[config.mk]
export PLATFORM = sky130hd
export DESIGN_NAME = cap_timer
export DESIGN_NICKNAME = d
export VERILOG_FILES = /design/src/rtl/cap_timer_pkg.sv /design/src/rtl/cap_sync.sv /design/src/rtl/cap_edge_det.sv /design/src/rtl/cap_counter.sv /design/src/rtl/cap_capture.sv /design/src/rtl/cap_timer.sv
export SDC_FILE = /design/constraint.sdc
export NUM_CORES = 1
export LEC_CHECK = 0
export BUFFER_PORTS_ARGS = -buffer_cell sky130_fd_sc_hd__clkbuf_2
export CAP_MARGIN = 20
export CORE_ASPECT_RATIO = 0.5
export CORE_MARGIN = 2
export CORE_UTILIZATION = 40
export CTS_CLUSTER_SIZE = 40
export DETAILED_ROUTE_END_ITERATION = 12
export PLACE_DENSITY = 0.62
export SYNTH_ARGS = -nofsm -noshare
export SYNTH_HDL_FRONTEND = slang
export SYNTH_SLANG_ARGS = --single-unit
[constraint.sdc]
create_clock -name clk_i -period 2.88 [get_ports clk_i]
set_clock_uncertainty 0.1 [all_clocks]
set_input_delay 0.576 -clock clk_i [delete_from_list [all_inputs] [get_ports clk_i]]
set_output_delay 0.576 -clock clk_i [all_outputs]
set_load 0.02 [all_outputs]
[src/rtl/cap_timer_pkg.sv]
package cap_timer_pkg;
  typedef struct packed {
    logic rise;
    logic fall;
  } edge_ev_t;
endpackage

[src/rtl/cap_sync.sv]
module cap_sync #(
  parameter int STAGES = 2
) (
  input  logic clk_i,
  input  logic rst_ni,
  input  logic d_i,
  output logic q_o
);
  logic [STAGES-1:0] chain_q;

  generate
    if (STAGES == 1) begin : g_single
      always_ff @(posedge clk_i or negedge rst_ni) begin
        if (!rst_ni) chain_q <= '0;
        else         chain_q <= d_i;
      end
    end else begin : g_chain
      always_ff @(posedge clk_i or negedge rst_ni) begin
        if (!rst_ni) chain_q <= '0;
        else         chain_q <= {chain_q[STAGES-2:0], d_i};
      end
    end
  endgenerate

  assign q_o = chain_q[STAGES-1];
endmodule

[src/rtl/cap_edge_det.sv]
module cap_edge_det
  import cap_timer_pkg::*;
(
  input  logic     clk_i,
  input  logic     rst_ni,
  input  logic     lvl_i,
  output edge_ev_t ev_o
);
  logic prev_q;

  always_ff @(posedge clk_i or negedge rst_ni) begin
    if (!rst_ni) prev_q <= 1'b0;
    else         prev_q <= lvl_i;
  end

  assign ev_o.rise = lvl_i & ~prev_q;
  assign ev_o.fall = ~lvl_i & prev_q;
endmodule

[src/rtl/cap_counter.sv]
module cap_counter #(
  parameter int CNT_W = 16
) (
  input  logic             clk_i,
  input  logic             rst_ni,
  output logic [CNT_W-1:0] cnt_o
);
  always_ff @(posedge clk_i or negedge rst_ni) begin
    if (!rst_ni) cnt_o <= '0;
    else         cnt_o <= cnt_o + 1'b1;  // wraps silently
  end
endmodule

[src/rtl/cap_capture.sv]
module cap_capture
  import cap_timer_pkg::*;
#(
  parameter int CNT_W = 16
) (
  input  logic             clk_i,
  input  logic             rst_ni,
  input  edge_ev_t         ev_i,
  input  logic [CNT_W-1:0] cnt_i,
  input  logic             clr_i,
  output logic [CNT_W-1:0] fall_cnt_o,
  output logic [CNT_W-1:0] rise_cnt_o,
  output logic             irq_o,
  output logic             ovr_o
);
  logic any_ev;
  logic irq_d, ovr_d;

  assign any_ev = ev_i.rise | ev_i.fall;

  always_comb begin
    irq_d = irq_o;
    if (clr_i)  irq_d = 1'b0;
    if (any_ev) irq_d = 1'b1;  // capture beats clear
  end

  always_comb begin
    ovr_d = ovr_o | (any_ev & irq_o);
    if (clr_i) ovr_d = 1'b0;   // acknowledged pending is not an overrun
  end

  always_ff @(posedge clk_i or negedge rst_ni) begin
    if (!rst_ni) begin
      fall_cnt_o <= '0;
      rise_cnt_o <= '0;
      irq_o      <= 1'b0;
      ovr_o      <= 1'b0;
    end else begin
      if (ev_i.fall) fall_cnt_o <= cnt_i;
      if (ev_i.rise) rise_cnt_o <= cnt_i;
      irq_o <= irq_d;
      ovr_o <= ovr_d;
    end
  end
endmodule

[src/rtl/cap_timer.sv]
module cap_timer
  import cap_timer_pkg::*;
#(
  parameter int CNT_W       = 16,
  parameter int SYNC_STAGES = 2
) (
  input  logic             clk_i,
  input  logic             rst_ni,
  input  logic             cap_i,
  input  logic             clr_i,
  output logic [CNT_W-1:0] fall_cnt_o,
  output logic [CNT_W-1:0] rise_cnt_o,
  output logic             irq_o,
  output logic             ovr_o
);
  logic             cap_sync;
  edge_ev_t         edge_ev;
  logic [CNT_W-1:0] cnt_q;
  logic             rise_ev, fall_ev;

  cap_sync #(.STAGES(SYNC_STAGES)) u_sync (
    .clk_i (clk_i),
    .rst_ni(rst_ni),
    .d_i   (cap_i),
    .q_o   (cap_sync)
  );

  cap_edge_det u_edge (
    .clk_i (clk_i),
    .rst_ni(rst_ni),
    .lvl_i (cap_sync),
    .ev_o  (edge_ev)
  );

  cap_counter #(.CNT_W(CNT_W)) u_cnt (
    .clk_i (clk_i),
    .rst_ni(rst_ni),
    .cnt_o (cnt_q)
  );

  cap_capture #(.CNT_W(CNT_W)) u_cap (
    .clk_i     (clk_i),
    .rst_ni    (rst_ni),
    .ev_i      (edge_ev),
    .cnt_i     (cnt_q),
    .clr_i     (clr_i),
    .fall_cnt_o(fall_cnt_o),
    .rise_cnt_o(rise_cnt_o),
    .irq_o     (irq_o),
    .ovr_o     (ovr_o)
  );

  assign rise_ev = edge_ev.rise;
  assign fall_ev = edge_ev.fall;
endmodule

==> results.md, run 1 <==
Outcome:
- The run finished with clean final reports.

Timing:
- The relative slew slack is 43.1%.
- Setup violations remaining at the end of the flow were counted as 0.
- The slew at the pin closest to its max-slew limit is 854 ps.
- The max-slew violation count was 0.
- The final period utilization is roughly 63%.
- The hold violation count in the final report is 0.
- Setup repair after global routing left no endpoint under its margin.
- Adding up every negative setup slack in the final design gives 0 ps.
- Static timing analysis puts the maximum clock frequency at 0.554 GHz.
- Once routing completed, OpenROAD measured the worst setup slack at around 1100 ps.
- The minimum period implied by the final worst setup slack is about 1800 ps.
- On the final layout, the worst hold slack is 46.9 ps.

Synthesis:
- The number of library cell types mapped by synthesis is 19.
- Synthesis produced a netlist with a net count of approximately 150.
- The sequential cell area fraction in the yosys report is between 60% and 70%.
- The post-synthesis instance total is roughly 140.
- The mean area per synthesized cell is 14.9 µm².
- The number of warnings issued by yosys is 0.
- The synthesized netlist occupies a cell area of roughly 2100 µm².
- The total of flip-flops plus latches after synthesis is between 50 and 60.

Global routing:
- The total grt overflow is 0.
- The number of antenna violations at the first check in global routing is 0.
- The overall routing resource usage is approximately an eighth.
- The first global-routing pass estimated 5.91 mm of wire.
- The number of global-route vias before repair is around 1,200.
- The largest net degree at the start of global routing is 22.

Cells and area:
- In the final layout, the multi-input gates occupy 719 µm².
- The library cells used most frequently in the layout, excluding fill and tap cells, are sky130_fd_sc_hd__dfrtp_1 (53), sky130_fd_sc_hd__clkbuf_2 (37), sky130_fd_sc_hd__mux2_2 (32).
- 0 antenna diodes ended up in the layout.
- Measured on the finished design, the core utilization comes to 49.7%.
- Summing all non-filler instances in the final layout gives an area of 2490 µm².
- Compared with the post-synthesis result, the final layout area differs by 18.5%.
- The net count of the finished layout is between 150 and 200.
- The layout has approximately 460 filler cells.
- The leading cell type in the layout, fill and taps excluded is sky130_fd_sc_hd__dfrtp_1.
- The finished layout holds between 200 and 300 standard cells, fillers aside.
- The fraction of layout instances using a drive strength above 1 is 46.7%.
- In the final layout, flip-flops and latches occupy 1330 µm².

Power and ir drop:
- The worst voltage drop across the vdd grid is around 0.00024 V.
- Summed over all cells, the static leakage comes to roughly 1.3 nW.
- The total power divided by cell area is 558 nW/µm².
- The overall power after layout is between 1 and 1.5 mW.

Die:
- The vertical extent of the die is around 55 µm.
- The die outline width is approximately 110 µm.
- The total area inside the core boundary comes to 5000 µm².
- The die outline area is just under 6000 µm².
- The number of top-level pins is 38.
- The initial cell density of the core is a little over two fifths.
- In this run the core area contains 18 standard-cell rows.

Worst setup path:
- The critical path endpoint category is a flip-flop.
- The biggest fanout along the worst timing path is 16.
- The worst path arrival time is 1910 ps.
- The category of the critical setup timing path is flip-flop to flip-flop.
- STA classifies the critical path startpoint as a flip-flop.
- The required time at the endpoint of the critical path is between 2000 and 3000 ps.

Drt:
- The first TritonRoute pass finished after 3 iterations.
- The residual antenna-violating net count after detailed routing is 0.
- The routed design has between 3 and 4 mm of wire.
- The number of DRC markers after the initial detailed-route iteration is between 50 and 60.
- The total number of vias is approximately 1,200.
- In the routed layout, each cell is associated on average with a via count of around 4.6.
- In the routed design, unresolved DRC markers number 0.
- The wire length per cell after detailed routing is roughly 14 µm.

Worst hold path:
- The class of the tightest hold or removal check is primary input to async pin.

Clocking:
- The TritonCTS clock tree is built.
- The total CTS buffers is 5.
- The H-tree generated during clock tree synthesis spans 2 levels.
- The root buffer selected by CTS is sky130_fd_sc_hd__clkbuf_8.
- The clock transition time at the flip-flop clock pins of the worst setup and hold paths is roughly 100 ps.
- The sink count of the clock tree is 53.
- The hold buffer count at cts is 0.
- The clock latency at the later pin of the worst-skew pair is slightly above 300 ps.
- Buffers added to address setup during post-CTS repair amount to 0.
- The total of cells resized after clock tree synthesis is 0.
- No sink is reached through more buffers than the 2 on the longest clock path.

Placement:
- The total instance count after detailed placement is 246.
- Before CTS, the worst setup slack after placement is approximately 1100 ps.
- Routability-driven placement finished with a final weighted congestion of 0.682.
- The HPWL after detailed placement is about 2.4 mm.
- The number of port buffers is 37.
- The post-detailed-placement cell area is 2370 µm².

Flow run:
- The total of max-cap violations is 0.
[final cells by class]
cell class,instances,share of cell area (%)
Clock buffer,6,3.32
Clock inverter,2,1.51
Inverter,9,1.36
Multi-Input combinational cell,75,28.9
Sequential cell,53,53.3
Tap cell,70,3.52
Timing Repair Buffer,39,8.05
[metal layers]
metal / vias to the layer above / share of wire (%) / GRT usage (%)
met5: - / 0 / 0
met4: 0 / 1.5 / 6.31
met3: 5 / 5.3 / 5.19
met2: 23 / 43 / 17.7
met1: 590 / 50 / 18.9
li1: 562 / - / -
[kinds of logic (layout without fill, tap and decap cells)]
family,Yosys count,after routing,share of synthesized area (%)
compound gates,2,2,0.476
xor+xnor,14,14,5.84
fa+ha+maj,3,3,1.79
buf+inv,13,56,2.56
flops,53,53,63.2
mux,32,32,17.2
simple gates,24,24,9.00
[cell usage after synthesis, drive strengths merged]
library cell,instances,area share [%]
nor3,5,1.2
buf,4,0.95
xnor2,5,2.1
inv,9,1.6
o21ai,1,0.24
a21oi,1,0.24
nand3,5,1.4
mux2,32,17
nor4,3,2.2
dfrtp,53,63
nor2,4,0.71
nand2,3,0.54
nand4,4,2.9
ha,3,1.8
xor2,9,3.8
[report_power, final]
group          internal, mW  total (mW)  switching [mW]
registers             0.763       0.773          0.0103
clock network         0.283       0.520           0.237
logic                0.0353      0.0941          0.0588
[critical path, stage by stage (launching register included)]
cell                      delay [ps]
sky130_fd_sc_hd__dfrtp_1         410
sky130_fd_sc_hd__inv_1            60
sky130_fd_sc_hd__ha_1            700
sky130_fd_sc_hd__mux2_2          420
[final timing paths]
kind	from	endpoint	slack (ps)	depth (start not counted)
hold / removal	rst_ni	u_cap.irq_o	50	1
hold reg to reg	u_sync.chain_q[0]	u_sync.chain_q[1]	260	0
setup / recovery	u_sync.chain_q[1]	u_cap.fall_cnt_o[9]	1070	3
max in group asynchronous	rst_ni	u_cnt.cnt_o[6]	2040	2
min in group clk_i	u_sync.chain_q[0]	u_sync.chain_q[1]	260	0
setup reg to reg	u_sync.chain_q[1]	u_cap.fall_cnt_o[9]	1070	3
[state kept, by name, summed over array words and instances (netlist names)]
register          count
u_cap.fall_cnt_o     16
u_cap.irq_o           1
u_cap.ovr_o           1
u_cap.rise_cnt_o     16
u_cnt.cnt_o          16
u_edge.prev_q         1
u_sync.chain_q        2
(Power assumes the default switching activity.)
==> run 2, diff against run 1 <==
- ABC_AREA: not set -> 1
- clock period: 2.88 -> 1.9 ns (I/O delays scaled with it)
==> results.md, run 2 <==
Cells and area:
- The leading cell type in the layout, fill and taps excluded is sky130_fd_sc_hd__dfrtp_1.
- The area of all placed cells without fillers is around 2500 µm².
- In the final layout, the registers with the most flip-flops are u_cap.fall_cnt_o (16), u_cap.rise_cnt_o (16), u_cnt.cnt_o (16).
- The fill cell instance count of the final layout is between 400 and 500.
- The number of nets in the final layout is approximately 240.
- Cells with a size suffix above 1 make up between 30% and 40% of the layout.
- The layout overhead on the synthesized area is 17.3%.
- The core utilization of the finished layout is just under 50%.
- In the final layout, flip-flops and latches occupy approximately 1300 µm².
- The repair_antennas step left the layout with diodes totalling 0.
- The area taken by multi-input logic gates is between 600 and 700 µm².
- In the layout the commonest cells are sky130_fd_sc_hd__dfrtp_1 (53), sky130_fd_sc_hd__clkbuf_2 (37), sky130_fd_sc_hd__nor2_1 (28).

Worst hold path:
- The destination of the worst hold path is u_sync.chain_q[0].
- The startpoint of the lowest-slack hold path is cap_i.
- The cell depth of the worst hold path is 1.
- In this run the worst hold path is classified as primary input to flip-flop.

Flow run:
- The total of max-cap violations is 0.

Synthesis:
- The share of Yosys cell area claimed by the top area cell type is a little over three fifths.
- For this run, the number of Yosys warnings is 0.
- After synthesis the cells add up to roughly 2100 µm².
- Summed over all instances, the cell type with the most area after synthesis is sky130_fd_sc_hd__dfrtp_1.
- The post-synthesis instance total is between 150 and 200.
- By count the netlist is led by sky130_fd_sc_hd__dfrtp_1 (53), sky130_fd_sc_hd__nor2_1 (28), sky130_fd_sc_hd__nand2_1 (27).
- After synthesis, the cell types taking the most area are sky130_fd_sc_hd__dfrtp_1 (63%), sky130_fd_sc_hd__mux2_2 (8.6%), sky130_fd_sc_hd__nor2_1 (5.0%), sky130_fd_sc_hd__nand2_1 (4.8%), sky130_fd_sc_hd__a21oi_1 (3.8%).
- The mean area per synthesized cell is 11.1 µm².
- In this run, synthesis inferred 0 flip-flops with an integrated enable.
- The share of the Yosys chip area taken by registers is 63.1%.
- The total of flip-flops plus latches after synthesis is between 50 and 60.
- Yosys instantiated no cell more often than sky130_fd_sc_hd__dfrtp_1.
- The number of different library cells used by synthesis comes to 20.
- Of all flip-flops after synthesis, the portion carrying an async set or reset was 100%.
- Counting every net in the synthesized netlist gives slightly below 200.
- The top flip-flop cell by instance count after synthesis is sky130_fd_sc_hd__dfrtp_1.

Timing:
- The hold violation count in the final report was 0.
- The number of setup violations in the final report is 0.
- Setup repair after global routing left no endpoint under its margin.
- The maximum clock rate is 0.617 GHz.
- The relative slew slack is between 60% and 70%.
- The slew at the pin closest to its max-slew limit is between 500 and 600 ps.
- The sum of negative setup slack is 0 ps.
- The minimum period implied by the final worst setup slack is 1620 ps.
- Setup slack on the critical path of the routed design comes to ~280 ps.
- The final period utilization is between 80% and 90%.
- The max-slew violation count is 0.

Clocking:
- In this run the post-CTS setup repair buffer count came out at 0.
- TritonCTS built the clock tree.
- The H-tree generated during clock tree synthesis spans 2 levels.
- After clock tree synthesis, the repair step resized 0 gates.
- The clock drives 53 sinks.
- The longest clock path from root to sink contains 2 buffers.
- The total CTS buffers is 5.
- The root buffer selected by CTS is sky130_fd_sc_hd__clkbuf_8.
- The later pin in the worst-skew pair is clocked with a latency of approximately 300 ps.
- After clock tree synthesis, the clock-pin slew on the worst setup and hold paths is ~90 ps.

Placement:
- The number of port buffers is 37.
- The setup slack after placement is approximately 290 ps.
- Detailed placement ended at an HPWL of between 2 and 3 mm.
- The congestion estimate from routability-driven global placement came to ~0.8.
- The post-detailed-placement cell area is around 2400 µm².

Worst setup path:
- The required time at the endpoint of the critical path is about 2000 ps.
- For this run, the slowest stage of the critical path takes 480 ps.
- The critical path endpoint category is a flip-flop.
- The type of origin of the critical path is a flip-flop.
- For this design, the slowest cell found on the critical path is sky130_fd_sc_hd__ha_1.
- The endpoint identified for the worst register-to-register timing path is u_cap.fall_cnt_o[10].
- The category of the critical setup timing path is flip-flop to flip-flop.
- The cell family contributing the most delay on the critical path is adder cells.
- Traced cell by cell, the critical path runs through inv_1, ha_1, buf_4, nor2_1, a21oi_1.
- The worst flop-to-flop path startpoint is u_sync.chain_q[1].
- In this run the worst path has a maximum fanout of 16.
- Data arrives at the worst endpoint at 1750 ps.
- For the worst flop-to-flop path, the logic depth is 5.
- The setup slack of the most critical reg-to-reg path is 280 ps.
- The number of buffer and inverter stages on the critical path is 2.

Die:
- The number of top-level pins is 38.
- The cell row count is 18.
- The floorplan step set the die width to around 110 µm.
- The floorplan step set the die height to between 50 and 60 µm.
- For this configuration, the core starts out at a cell density of approximately 42%.
- The die outline area is 5880 µm².
- After floorplanning, the core was sized to cover between 4000 and 5000 µm².

Drt:
- The total DRC errors in the routed layout is 0.
- The number of vias per cell is about 4.7.
- The residual antenna-violating net count after detailed routing is 0.
- The wire length per cell after detailed routing is about 13 µm.
- The detailed-routing iteration count for the pre-antenna-repair pass is 4.
- The total number of vias is 1,418.
- For this block, the initial DRC count from the detailed router was 60.
- The wire length reported by the detailed router is slightly below 4 mm.

Global routing:
- Global routing finished with a remaining overflow of 0.
- The first global-routing pass estimated 6.84 mm of wire.
- The largest net degree at the start of global routing is 22.
- The number of global-route vias before repair came to 1,378.
- The number of antenna violations at the first check in global routing came to 0.
- In the global route stage, overall resource usage came out at between 10% and 20%.

Power and ir drop:
- The total power divided by cell area is ~850 nW/µm².
- Across the VDD grid, the largest voltage drop is ~0.00033 V.
- The static power due to leakage is between 1 and 1.5 nW.

Outcome:
- The flow ran to the end, and the final reports show no timing, DRC or antenna violations.
run 2: how the worst max path moves through the flow:
| stage | end | depth (start not counted) | from | slack (ps) |
|---|---|---|---|---|
| 2_1_floorplan | u_cap.fall_cnt_o[11] | 5 | u_sync.chain_q[1] | 500 |
| 3_3_place_gp | u_cap.fall_cnt_o[3] | 5 | u_sync.chain_q[1] | 340 |
| 3_5_place_dp | u_cap.fall_cnt_o[3] | 5 | u_sync.chain_q[1] | 290 |
| 4_1_cts | u_cap.fall_cnt_o[3] | 5 | u_sync.chain_q[1] | 260 |
| 5_1_grt | u_cap.fall_cnt_o[9] | 5 | u_sync.chain_q[1] | 170 |
| 6_report | u_cap.fall_cnt_o[10] | 5 | u_sync.chain_q[1] | 280 |
run 2: stage by stage:
| stage | power [mW] | hold slack, ps | instances |
|---|---|---|---|
| floorplan | 1.38 | -15.6 | 189 |
| global placement | 1.47 | 236 | 294 |
| detailed placement | 1.48 | 237 | 294 |
| CTS | 2.12 | 68.1 | 302 |
| global route | 2.19 | 76.1 | 302 |
| finish | 2.09 | 78.0 | 302 |
run 2: area by class of cell:
type | instances | share of cell area, %
multi-input combinational | 117 | 28.0
clock buffer | 7 | 3.50
sequential | 53 | 53.8
tap | 70 | 3.55
inverter | 13 | 1.98
timing repair buffer | 42 | 9.14
run 2: logic make-up (layout without fill, tap and decap cells):
kind of cell | count (synthesis) | count (layout) | synth area share, %
simple gates | 71 | 71 | 14.8
fa+ha+maj | 3 | 3 | 1.79
compound gates | 20 | 20 | 4.76
xor+xnor | 7 | 7 | 2.92
buf+inv | 19 | 62 | 3.99
mux | 16 | 16 | 8.58
flops | 53 | 53 | 63.1
run 2: repair_timing:
| action | CTS | global route |
|---|---|---|
| setup endpoints to repair | 0 | 0 |
| hold buffers | 1 | 0 |
| endpoints found under the hold margin | 19 | 0 |
run 2: routing by layer:
layer	vias up	global-route usage, %	wire [µm]
met4	0	6.12	72
met5	-	0	0
li1	695	-	-
met2	26	20.4	1670
met3	7	4.25	195
met1	690	22.4	2040
run 2: report_power, final:
group          internal [mW]  leakage, nW  switching (mW)
Sequential              1.18        0.657          0.0313
Combinational         0.0811        0.507           0.156
Clock                  0.290       0.0443           0.345
Total                   1.56         1.21           0.532
==> run 3, diff against run 2 <==
- CORE_UTILIZATION: 40 -> 54
- PLACE_DENSITY: 0.62 -> 0.8
==> results.md, run 3 (synthesized netlist as in run 2, its figures left out) <==
Outcome:
- The flow ran to the end, and the final reports show no timing, DRC or antenna violations.

Timing:
- The maximum clock rate is 0.625 GHz.
- The final period utilization is approximately 84%.
- For the pin with the worst max-slew slack, the measured transition is roughly 490 ps.
- The sum of negative setup slack is 0 ps.
- Counting I/O delays and the setup requirement, the final critical path takes 1600 ps.
- The number of setup violations in the final report is 0.
- The relative slew slack is ~67%.
- The max-slew violation count is 0.
- Final hold analysis gives a worst-case slack of 82.8 ps.
- Setup repair after global routing left no endpoint under its margin.
- The hold violation count in the final report was 0.

Worst setup path:
- The worst path arrival time is about 1700 ps.
- The setup slack of the most critical reg-to-reg path is approximately 300 ps.
- Traced cell by cell, the critical path runs through inv_1, ha_1, buf_4, nor2_1, a21oi_1.
- The biggest fanout along the worst timing path is 16.
- The type of origin of the critical path is a flip-flop.
- In this design, the stage delay of the slowest critical-path cell is ~460 ps.
- The cell class contributing the biggest share of worst-path delay is adder cells.
- Counting both buffers and inverters, the worst setup path holds a total of 2.
- The standard cell with the maximum stage delay on the critical path is sky130_fd_sc_hd__ha_1.
- The required time at the endpoint of the critical path is ~2000 ps.
- The critical path endpoint category is a flip-flop.
- The category of the critical setup timing path is flip-flop to flip-flop.

Power and ir drop:
- IR analysis of the VDD net gives a maximum drop of 0.000455 V.
- The analysis attributes to cell leakage a power of ~1.2 nW.
- The total power divided by cell area is around 850 nW/µm².

Drt:
- After detailed routing, the total wire length is roughly 3.8 mm.
- The number of DRC markers after the initial detailed-route iteration is slightly below 90.
- The detail route stage leaves a number of antenna-violating nets equal to 0.
- The number of vias per cell is 5.07.
- The wire length per cell after detailed routing is approximately 13 µm.
- The detailed router placed ~1,400 vias in this run.
- Before antenna repair, the detailed router went through 4 iterations.
- The total DRC errors in the routed layout is 0.

Global routing:
- The number of global-route vias before repair is ~1,300.
- The overall routing resource usage is 18.7%.
- The largest net degree at the start of global routing is 54.
- The first global-routing pass estimated 6.04 mm of wire.
- The total grt overflow is 0.
- The number of antenna violations at the first check in global routing is 0.

Cells and area:
- The leading cell type in the layout, fill and taps excluded is sky130_fd_sc_hd__dfrtp_1.
- The layout overhead on the synthesized area is 16.4%.
- The fill cell instance count of the final layout is 277.
- The number of antenna diodes in the final layout is 0.
- The fraction of layout instances using a drive strength above 1 is 30.3%.
- In the final layout, the registers with the most flip-flops are u_cap.fall_cnt_o (16), u_cap.rise_cnt_o (16), u_cnt.cnt_o (16).
- For this run, the post-layout net count is approximately 240.
- In the layout the commonest cells are sky130_fd_sc_hd__dfrtp_1 (53), sky130_fd_sc_hd__clkbuf_2 (37), sky130_fd_sc_hd__nor2_1 (28).
- The core utilization of the finished layout is between 60% and 70%.

Clocking:
- TritonCTS created 5 clock buffers.
- The root buffer selected by CTS is sky130_fd_sc_hd__clkbuf_8.
- The count of H-tree levels built during CTS is 2.
- The clock drives 53 sinks.
- The clock transition time at the flip-flop clock pins of the worst setup and hold paths is 80 ps.
- Clock latency on the worst-skew pair, taken at its later pin, is 300 ps.
- The TritonCTS clock tree is built.
- The clock tree buffer depth is 2.

Worst hold path:
- The worst hold path belongs to the class primary input to flip-flop.

Placement:
- The half-perimeter wire length after detailed placement is 2.77 mm.
- Routability-driven placement finished with a final weighted congestion of approximately 0.76.
- Input and output buffers added on the ports amount to 37.

Die:
- The die outline width is 92.2 µm.
- The vertical extent of the die is between 40 and 50 µm.
- The number of top-level pins is 38.
- The die outline area is 4440 µm².
- The placeable core region is between 3000 and 4000 µm².
- The initial utilization of the core area, before any placement, comes to between 50% and 60%.
- The initialized floorplan defines 15 standard-cell rows.

Flow run:
- Across the run, the number of max-cap violations was 0.
-- run 3: cell types whose count changed in the layout (fill, tap and decap cells not counted), sizes merged --
| cell | before | now |
|---|---|---|
| buf | 4 | 3 |
-- run 3: final timing paths --
| kind | startpoint | end | cells past startpoint |
|---|---|---|---|
| worst max-delay path | u_sync.chain_q[1] | u_cap.fall_cnt_o[3] | 5 |
| worst min-delay path | cap_i | u_sync.chain_q[0] | 1 |
| worst max register to register | u_sync.chain_q[1] | u_cap.fall_cnt_o[3] | 5 |
| worst min register to register | u_sync.chain_q[0] | u_sync.chain_q[1] | 0 |
| max in group asynchronous | rst_ni | u_cnt.cnt_o[11] | 3 |
| min in group asynchronous | rst_ni | u_cap.fall_cnt_o[4] | 3 |
-- run 3: cell type report --
| type | count | area, µm² | area share (%) |
|---|---|---|---|
| clock buffer | 7 | 86.3 | 3.53 |
| inverter | 13 | 48.8 | 1.99 |
| multi-input combinational | 117 | 691 | 28.2 |
| sequential | 53 | 1330 | 54.2 |
| tap | 51 | 63.8 | 2.61 |
| timing repair buffer | 41 | 230 | 9.41 |
-- run 3: timing repair --
action,4_1_cts,5_1_grt
hold endpoints to repair,53,0
resized for setup,0,0
hold buffers,1,0
buffers inserted,0,0
-- run 3: layer usage --
metal / vias to the layer above / routed length (µm) / GRT usage [%]
met5: - / 0 / 0
met4: 0 / 31 / 6.57
met3: 4 / 186 / 5.10
met2: 29 / 1790 / 30.7
met1: 702 / 1800 / 25.3
li1: 694 / - / -
-- run 3: report_power, final --
group          internal (mW)  switching (mW)
registers               1.18          0.0306
clock network          0.290           0.332
logic                 0.0829           0.155
total                   1.56           0.518
-- run 3: worst register-to-register path: cells and delay by family (launching register included) --
kind / cells / cell delay (ps)
adder cells (fa/ha/maj): 1 / 460
buffers and inverters: 2 / 380
flip-flops: 1 / 410
AND/OR/NAND/NOR: 1 / 70
AO/OA/AOI/OAI: 1 / 120
-- run 3: per-stage QoR --
| step | cells | setup WS, ps | power (mW) | instance area [µm²] |
|---|---|---|---|---|
| floorplan | 189 | 503 | 1.38 | 2100 |
| global route | 282 | 208 | 2.16 | 2450 |
| finish | 282 | 299 | 2.07 | 2450 |
| detailed placement | 274 | 313 | 1.48 | 2350 |
| CTS | 282 | 291 | 2.09 | 2450 |
| global placement | 274 | 343 | 1.47 | 2350 |
